$ cat src/rtl/ovf_mux_pkg.sv
package ovf_mux_pkg;

  typedef enum logic {
    FMT_LEFT_JUST = 1'b0,
    FMT_I2S       = 1'b1
  } frame_fmt_e;

  localparam int unsigned UPD_DLY_W = 2;

  // Bit-clock rising edges between a frame-clock transition and the flag update
  function automatic logic [UPD_DLY_W-1:0] update_delay(input frame_fmt_e fmt);
    return (fmt == FMT_I2S) ? UPD_DLY_W'(2) : UPD_DLY_W'(1);
  endfunction

endpackage

$ cat src/rtl/ovf_clk_sampler.sv
module ovf_clk_sampler (
  input  logic clk,
  input  logic rst_n,
  input  logic lrck,
  input  logic bclk,
  output logic lrck_lvl,
  output logic lrck_edge,
  output logic lrck_rise,
  output logic bclk_rise
);

  logic lrck_q;
  logic bclk_q;

  always_ff @(posedge clk or negedge rst_n) begin
    if (!rst_n) begin
      lrck_q <= 1'b0;
      bclk_q <= 1'b0;
    end else begin
      lrck_q <= lrck;
      bclk_q <= bclk;
    end
  end

  always_comb begin
    lrck_lvl  = lrck_q;
    lrck_edge = lrck ^ lrck_q;
    lrck_rise = lrck & ~lrck_q;
    bclk_rise = bclk & ~bclk_q;
  end

endmodule

$ cat src/rtl/ovf_hold_timer.sv
module ovf_hold_timer #(
  parameter int unsigned CNT_W  = 16,
  parameter int unsigned HOLD_A = 32634,
  parameter int unsigned HOLD_B = 32640
) (
  input  logic             clk,
  input  logic             rst_n,
  input  logic             ovr_l,
  input  logic             ovr_r,
  input  logic             fam_sel,
  input  logic             frame_rise,
  output logic             flag_l,
  output logic             flag_r,
  output logic [CNT_W-1:0] hold_cnt
);

  localparam logic [CNT_W-1:0] RELOAD_A = CNT_W'(HOLD_A);
  localparam logic [CNT_W-1:0] RELOAD_B = CNT_W'(HOLD_B);
  localparam logic [CNT_W-1:0] CNT_ONE  = CNT_W'(1);

  logic             flag_l_n;
  logic             flag_r_n;
  logic [CNT_W-1:0] cnt_n;
  logic             any_ovr;
  logic             cnt_en;

  always_comb begin
    any_ovr  = ovr_l | ovr_r;
    cnt_en   = frame_rise && (hold_cnt != '0);
    flag_l_n = flag_l;
    flag_r_n = flag_r;
    cnt_n    = hold_cnt;
    if (any_ovr) begin
      cnt_n    = fam_sel ? RELOAD_B : RELOAD_A;
      flag_l_n = flag_l | ovr_l;
      flag_r_n = flag_r | ovr_r;
    end else if (cnt_en) begin
      cnt_n = hold_cnt - CNT_ONE;
      if (hold_cnt == CNT_ONE) begin
        flag_l_n = 1'b0;
        flag_r_n = 1'b0;
      end
    end
  end

  always_ff @(posedge clk or negedge rst_n) begin
    if (!rst_n) begin
      flag_l   <= 1'b0;
      flag_r   <= 1'b0;
      hold_cnt <= '0;
    end else begin
      flag_l   <= flag_l_n;
      flag_r   <= flag_r_n;
      hold_cnt <= cnt_n;
    end
  end

endmodule

$ cat src/rtl/ovf_phase_mux.sv
module ovf_phase_mux
  import ovf_mux_pkg::*;
(
  input  logic clk,
  input  logic rst_n,
  input  logic fmt_i2s,
  input  logic lrck_lvl,
  input  logic lrck_edge,
  input  logic bclk_rise,
  input  logic flag_l,
  input  logic flag_r,
  output logic pd_en
);

  logic [UPD_DLY_W-1:0] ticks;
  logic [UPD_DLY_W-1:0] ticks_n;
  logic [UPD_DLY_W-1:0] dly;
  logic                 armed;
  logic                 armed_n;
  logic                 pin_n;
  logic                 sel_left;
  logic                 sel_status;

  always_comb begin
    dly        = update_delay(frame_fmt_e'(fmt_i2s));
    sel_left   = lrck_lvl ^ fmt_i2s;
    sel_status = sel_left ? flag_l : flag_r;
    armed_n    = armed;
    ticks_n    = ticks;
    pin_n      = pd_en;
    if (lrck_edge) begin
      armed_n = 1'b1;
      ticks_n = '0;
    end else if (armed && bclk_rise) begin
      if ((ticks + UPD_DLY_W'(1)) == dly) begin
        pin_n   = sel_status;
        armed_n = 1'b0;
      end else begin
        ticks_n = ticks + UPD_DLY_W'(1);
      end
    end
  end

  always_ff @(posedge clk or negedge rst_n) begin
    if (!rst_n) begin
      armed <= 1'b0;
      ticks <= '0;
      pd_en <= 1'b0;
    end else begin
      armed <= armed_n;
      ticks <= ticks_n;
      pd_en <= pin_n;
    end
  end

endmodule

$ cat src/rtl/ovf_mux_flag.sv
module ovf_mux_flag #(
  parameter int unsigned HOLD_FRAMES_A = 32634,
  parameter int unsigned HOLD_FRAMES_B = 32640
) (
  input  logic clk,
  input  logic rst_n,
  input  logic ovr_l,
  input  logic ovr_r,
  input  logic lrck,
  input  logic bclk,
  input  logic fmt_i2s,
  input  logic fam_sel,
  output logic ovf_pd_en,
  output logic ovf_n
);

  localparam int unsigned HOLD_MAX = (HOLD_FRAMES_A > HOLD_FRAMES_B) ? HOLD_FRAMES_A : HOLD_FRAMES_B;
  localparam int unsigned CNT_W    = $clog2(HOLD_MAX + 1);

  logic             lrck_lvl;
  logic             lrck_edge;
  logic             lrck_rise;
  logic             bclk_rise;
  logic             flag_l;
  logic             flag_r;
  logic [CNT_W-1:0] hold_cnt;
  logic             pd_en;

  ovf_clk_sampler u_smp (
    .clk       (clk),
    .rst_n     (rst_n),
    .lrck      (lrck),
    .bclk      (bclk),
    .lrck_lvl  (lrck_lvl),
    .lrck_edge (lrck_edge),
    .lrck_rise (lrck_rise),
    .bclk_rise (bclk_rise)
  );

  ovf_hold_timer #(
    .CNT_W  (CNT_W),
    .HOLD_A (HOLD_FRAMES_A),
    .HOLD_B (HOLD_FRAMES_B)
  ) u_hold (
    .clk        (clk),
    .rst_n      (rst_n),
    .ovr_l      (ovr_l),
    .ovr_r      (ovr_r),
    .fam_sel    (fam_sel),
    .frame_rise (lrck_rise),
    .flag_l     (flag_l),
    .flag_r     (flag_r),
    .hold_cnt   (hold_cnt)
  );

  ovf_phase_mux u_mux (
    .clk       (clk),
    .rst_n     (rst_n),
    .fmt_i2s   (fmt_i2s),
    .lrck_lvl  (lrck_lvl),
    .lrck_edge (lrck_edge),
    .bclk_rise (bclk_rise),
    .flag_l    (flag_l),
    .flag_r    (flag_r),
    .pd_en     (pd_en)
  );

  assign ovf_pd_en = pd_en;
  assign ovf_n     = ~pd_en;

endmodule

$ cat config.mk
export PLATFORM = sky130hd
export DESIGN_NAME = ovf_mux_flag
export DESIGN_NICKNAME = d
export VERILOG_FILES = /design/src/rtl/ovf_mux_pkg.sv /design/src/rtl/ovf_clk_sampler.sv /design/src/rtl/ovf_hold_timer.sv /design/src/rtl/ovf_phase_mux.sv /design/src/rtl/ovf_mux_flag.sv
export SDC_FILE = /design/constraint.sdc
export NUM_CORES = 1
export LEC_CHECK = 0
export ABC_AREA = 1
export CAP_MARGIN = 5
export CORE_UTILIZATION = 44
export DETAILED_ROUTE_END_ITERATION = 16
export PLACE_DENSITY = 0.61
export SYNTH_ARGS = -nofsm -noshare
export SYNTH_HDL_FRONTEND = slang
export SYNTH_HIERARCHICAL = 1
export SYNTH_SLANG_ARGS = --single-unit
$ cat constraint.sdc
create_clock -name clk -period 2.1 [get_ports clk]
set_input_delay 0.21 -clock clk [delete_from_list [all_inputs] [get_ports clk]]
set_output_delay 0.21 -clock clk [all_outputs]
set_load 0.02 [all_outputs]
==> results_dict.tcl, run 1 <==
set metrics [dict create \
    cts_made_buffers 3 \
    yosys-top-cells-count "nand2_1, nand3_1, nor2_1, inv_1, dfrtp_1" \
    drive_gt1_share_pct 11.3 \
    reg2reg_setup_slack_ps 310 \
    path_class "flop to flop" \
    drc 0 \
    synth_top_flop_cell "dfrtp_1" \
    required_ps 2310 \
    clk_path_buf_depth 2 \
    cts-resized-gates 0 \
    cts_hold_buf 0 \
    cts_tree "yes" \
    clk_latency_ps 320 \
    die-area_um2 3700 \
    synth_top_cell_area_share_pct 37.8 \
    vdd_drop_max_mv 0.293 \
    clkTransAtPathRegs_ps 140 \
    rows 20 \
    syn_nets 232 \
    r2r_end "u_hold/hold_cnt[5]" \
    setup_tns_ps 0 \
    report.final.slew_viol_count 0 \
    clkPwrFrac_pct 19.5 \
    grt_max_degree 24 \
    min_period_over_period_pct 85.1 \
    routedWlPerCell_um 11.6 \
    power.share.sequential_pct 50.5 \
    netlist_instances 221 \
    pwr_density_cell_nw_per_um2 637 \
    slew_headroom_pct 78.6 \
    p_int_mw 0.684 \
    antenna_found_initial 0 \
    route.vias.total 1396 \
    async_flop_share_pct 100 \
    diodes 0 \
    gr-total-overflow 0 \
    cp_max_fo 16 \
    start_kind "flop" \
    pin_count 10 \
    worst_slack_ps 313 \
    clock_skew_ps 10.2 \
    globalplace.congestion 0.863 \
    stdcell_count 275 \
    yosys.area.top_type "dfrtp_1" \
    reg2reg_from "u_hold/hold_cnt[0]" \
    firstDrtPassIters 4 \
    power.total_mw 1.07 \
    nFillCells 339 \
    setup_viol 0 \
    htree_levels 1 \
    fin_util_pct 52.8 \
    root_buffer "clkbuf_4" \
    drtIter0Drc 66 \
    switching_share_pct 36.0 \
    syn_area_per_cell_um2 6.89 \
    dp_slack_ps 339 \
    ys_ff_latch 23 \
    post-cts-setup-buffers 0 \
    period_needed_ps 1790 \
    rsz0062_at_grt "false" \
    synth_edf_count 0 \
    synth.area.top_cells "dfrtp_1, nand2_1, nand3_1, nor2_1, inv_1" \
    worstPathArrival_ps 2000 \
    synth_cell_types 24 \
    viasPerCell 5.08 \
    numPortBuffers 9 \
    hold_viol 0 \
    die_w_um 60.8 \
    fin_nets 243 \
    grt_pass1_wl_um 5360 \
    placedCellCount 271 \
    antenna_left 0 \
    netlist_area_um2 1520 \
    syn2layout_area_growth_pct 10.1 \
    dpl.hpwl_um 2390 \
    pwr-share-comb_pct 30.0 \
    max_freq_ghz 0.560 \
    tightestPinTransition_ps 320 \
    p_leak_nw 0.875 \
    max_cap_violations 0 \
    grt.total_usage_pct 19.4 \
    p_switching_mw 0.384 \
    die_h_um 60.8 \
    routed_wl_um 3180 \
    core-area_um2 3180 \
    start_util_pct 47.9 \
    reg2regPathDepth 9 \
    status "finished, final reports clean" \
    hp-class "input port to asynchronous set/reset pin" \
    cts.sinks 23 \
    yosysSeqAreaShare_pct 37.8 \
    yosysMostFrequentCell "nand2_1" \
    end_kind "flop" \
    grt_pass1_vias 1291 \
    yosys_warnings 6 \
]
## layer usage
metal  GRT usage, %  vias up  part of all wire (%)
li1               -      709                     -
met1           23.5      650                    46
met2           34.9       31                    49
met3           2.56        6                   3.2
met4           7.79        0                   1.9
met5              0        -                     0
## state kept, by name, summed over array words and instances (netlist names)
register	count
u_hold/flag_l	1
u_hold/flag_r	1
u_hold/hold_cnt	15
u_mux/armed	1
u_mux/pd_en	1
u_mux/ticks	2
u_smp/bclk_q	1
u_smp/lrck_lvl	1
## cell type report
| cell class | count | area (um^2) | share of cell area [%] |
|---|---|---|---|
| clock buffers | 3 | 22.5 | 1.34 |
| clock inverters | 1 | 5.00 | 0.299 |
| inverters | 27 | 101 | 6.04 |
| multi-input cells | 166 | 812 | 48.4 |
| flip-flops and latches | 23 | 576 | 34.3 |
| well taps | 44 | 55.1 | 3.28 |
| repair buffers | 11 | 105 | 6.27 |
## layout by cell type, fill, tap and decap left out
master,synthesis,layout
a21oi_1,1,1
and2_1,1,1
buf_4,0,2
clkbuf_4,0,3
clkdlybuf4s50_1,0,9
clkinv_2,0,1
dfrtp_1,23,23
ha_1,3,3
inv_1,26,26
inv_2,1,1
nand2_1,68,68
nand2_2,3,3
nand2_4,3,3
nand3_1,33,33
nand3_2,2,2
nand3b_1,1,1
nand4_1,3,3
nor2_1,27,27
nor2_2,7,7
nor2_4,3,3
o211ai_1,1,1
o21ai_0,6,6
o21ai_1,1,1
o21bai_1,1,1
or2_2,1,1
xor2_1,1,1
## worst max-delay path by stage
| stage | from | end | slack, ps | cells after the start |
|---|---|---|---|---|
| 5_1_grt | u_hold/hold_cnt[0] | u_hold/hold_cnt[3] | 140 | 9 |
| 4_1_cts | u_hold/hold_cnt[0] | u_hold/hold_cnt[3] | 320 | 9 |
| 6_report | u_hold/hold_cnt[0] | u_hold/hold_cnt[5] | 310 | 9 |
| 2_1_floorplan | u_hold/hold_cnt[0] | u_hold/hold_cnt[13] | 580 | 10 |
| 3_3_place_gp | u_hold/hold_cnt[0] | u_hold/hold_cnt[13] | 360 | 9 |
| 3_5_place_dp | u_hold/hold_cnt[0] | u_hold/hold_cnt[3] | 340 | 9 |
## per-stage QoR
step / hold WS [ps] / instance area (um^2)
after floorplan: -85.6 / 1520
after detailed placement: 497 / 1650
after global placement: 488 / 1650
after global routing: 266 / 1680
final: 234 / 1680
after CTS: 234 / 1680
## critical path, cell delays in order (launching register included)
cell	delay, ps
dfrtp_1	440
inv_1	100
ha_1	280
nand2_2	120
nor2_4	180
nand2_4	80
nand2_4	180
nand2_4	150
nand2_1	100
nand2_1	50
## kinds of logic (layout without fill, tap and decap cells)
family          after synthesis  in the layout  share of synthesized area [%]
simple gates                152            152                           46.7
buf+inv                      32             42                           8.87
flops                        23             23                           37.8
compound gates               10             10                           3.62
fa+ha+maj                     3              3                           2.47
xor+xnor                      1              1                          0.575
## power groups by stage
stage	combinational, mW	sequential [mW]	clock [mW]
floorplan	0.207	0.551	0
global placement	0.309	0.548	0
detailed placement	0.319	0.549	0
CTS	0.321	0.540	0.224
global route	0.360	0.548	0.234
finish	0.320	0.540	0.209
No activity file was read; power rests on OpenSTA's default activity.
==> run 2: changes to the inputs <==
Settings changed: PLACE_DENSITY 0.61 to unset, PLACE_DENSITY_LB_ADDON set to 0.05.
==> results_dict.tcl, run 2 (synthesis gave the netlist of run 1 again) <==
set metrics [dict create \
    root_buffer "clkbuf_4" \
    setup_tns_ps 0 \
    gr-total-overflow 0 \
    grt_max_degree 24 \
    syn2layout_area_growth_pct 10.1 \
    clk_path_buf_depth 2 \
    required_ps 2310 \
    seqCellArea_um2 576 \
    worst_slack_ps 377 \
    antenna_left 0 \
    start_kind "flop" \
    drive_gt1_share_pct 11.3 \
    rows 20 \
    dpl_cell_area_um2 1650 \
    pwr-share-comb_pct 29.7 \
    routedWlPerCell_um 11.4 \
    report.final.slew_viol_count 0 \
    max_cap_violations 0 \
    status "finished, final reports clean" \
    largest_register "u_hold/hold_cnt" \
    startpoint "u_hold/hold_cnt[0]" \
    cts_hold_buf 0 \
    switching_share_pct 36.0 \
    fin_nets 243 \
    start_util_pct 47.9 \
    grt_pass1_wl_um 5390 \
    cts-resized-gates 0 \
    vdd_drop_max_mv 0.267 \
    multi_input_area_um2 812 \
    route.vias.total 1378 \
    p_int_mw 0.684 \
    setup_viol 0 \
    cts_made_buffers 3 \
    tightestPinTransition_ps 312 \
    grt.total_usage_pct 19.7 \
    die-area_um2 3700 \
    die_w_um 60.8 \
    firstDrtPassIters 4 \
    power.share.sequential_pct 50.7 \
    period_needed_ps 1720 \
    fin_util_pct 52.8 \
    pwr_density_cell_nw_per_um2 637 \
    rsz0062_at_grt "false" \
    routed_wl_um 3140 \
    worstPathArrival_ps 1930 \
    clk_latency_ps 310 \
    dp_slack_ps 398 \
    reg.largest.list "u_hold/hold_cnt: 15 flops, u_mux/ticks: 2 flops" \
    core-area_um2 3180 \
    htree_levels 1 \
    drtIter0Drc 53 \
    cts.sinks 23 \
    viasPerCell 5.01 \
    final_cell_mix "nand2_1, nand3_1, nor2_1" \
    drc 0 \
    mostFrequentLayoutCell "nand2_1" \
    pin_count 10 \
    finalInstanceArea_um2 1680 \
    reg2reg_from "u_hold/hold_cnt[0]" \
    antenna_found_initial 0 \
    numPortBuffers 9 \
    clkTransAtPathRegs_ps 130 \
    globalplace.congestion 0.810 \
    nFillCells 336 \
    p_switching_mw 0.385 \
    cts_tree "yes" \
    path_class "flop to flop" \
    hold_viol 0 \
    end_kind "flop" \
    slew_headroom_pct 79.1 \
    clock_skew_ps 4.21 \
    largest_reg_flops 15 \
    min_period_over_period_pct 82.0 \
    die_h_um 60.8 \
    diodes 0 \
    hp-class "input port to asynchronous set/reset pin" \
    dpl.hpwl_um 2380 \
    cp_max_fo 16 \
    p_leak_nw 0.875 \
    post-cts-setup-buffers 0 \
    max_freq_ghz 0.581 \
    clkPwrFrac_pct 19.6 \
    grt_pass1_vias 1222 \
]
[run 2: cell counts in the layout (fill, tap and decap cells not counted)]
Identical to the previous run, type by type.
[run 2: metal layers]
metal | up-vias | share of wire, % | track usage [%]
met5 | - | 0 | 0
met4 | 0 | 0.48 | 6.82
met3 | 2 | 3.5 | 2.56
met2 | 22 | 46 | 33.3
met1 | 643 | 50 | 26.0
li1 | 711 | - | -
[run 2: power groups by stage]
stage / clock [mW] / sequential (mW) / combinational (mW)
floorplan: 0 / 0.551 / 0.207
global placement: 0 / 0.548 / 0.309
CTS: 0.222 / 0.541 / 0.318
finish: 0.210 / 0.542 / 0.317
global route: 0.238 / 0.550 / 0.356
detailed placement: 0 / 0.550 / 0.317
[run 2: layout make-up]
type                            count  area share [%]
Multi-Input combinational cell    166            48.4
Tap cell                           44            3.28
Sequential cell                    23            34.3
Inverter                           27            6.04
Timing Repair Buffer               11            6.27
Clock buffer                        3            1.34
Clock inverter                      1           0.299
[run 2: through the flow]
stage               power, mW  hold slack (ps)  instances
global route             1.14              253        275
CTS                      1.08              228        275
floorplan               0.758            -85.6        221
detailed placement      0.867              491        271
finish                   1.07              225        275
global placement        0.857              485        271
[run 2: path summary, 6_finish.rpt]
path / slack [ps] / depth (start not counted) / endpoint
min in group clk: 360 / 1 / u_smp/bclk_q
max in group asynchronous: 1640 / 2 / u_hold/hold_cnt[13]
worst min register to register: 520 / 2 / u_hold/hold_cnt[14]
worst max register to register: 380 / 9 / u_hold/hold_cnt[1]
worst max-delay path: 380 / 9 / u_hold/hold_cnt[1]
worst min-delay path: 230 / 2 / u_mux/ticks[0]
[run 2: worst max-delay path, cell delays in order, from the launching register on]
cell and delay, ps:
dfrtp_1 430, inv_1 100, ha_1 260, nand2_2 120, nor2_4 170, nand2_4 80
nand2_4 170, nand2_4 140, nand2_1 80, o21ai_1 60
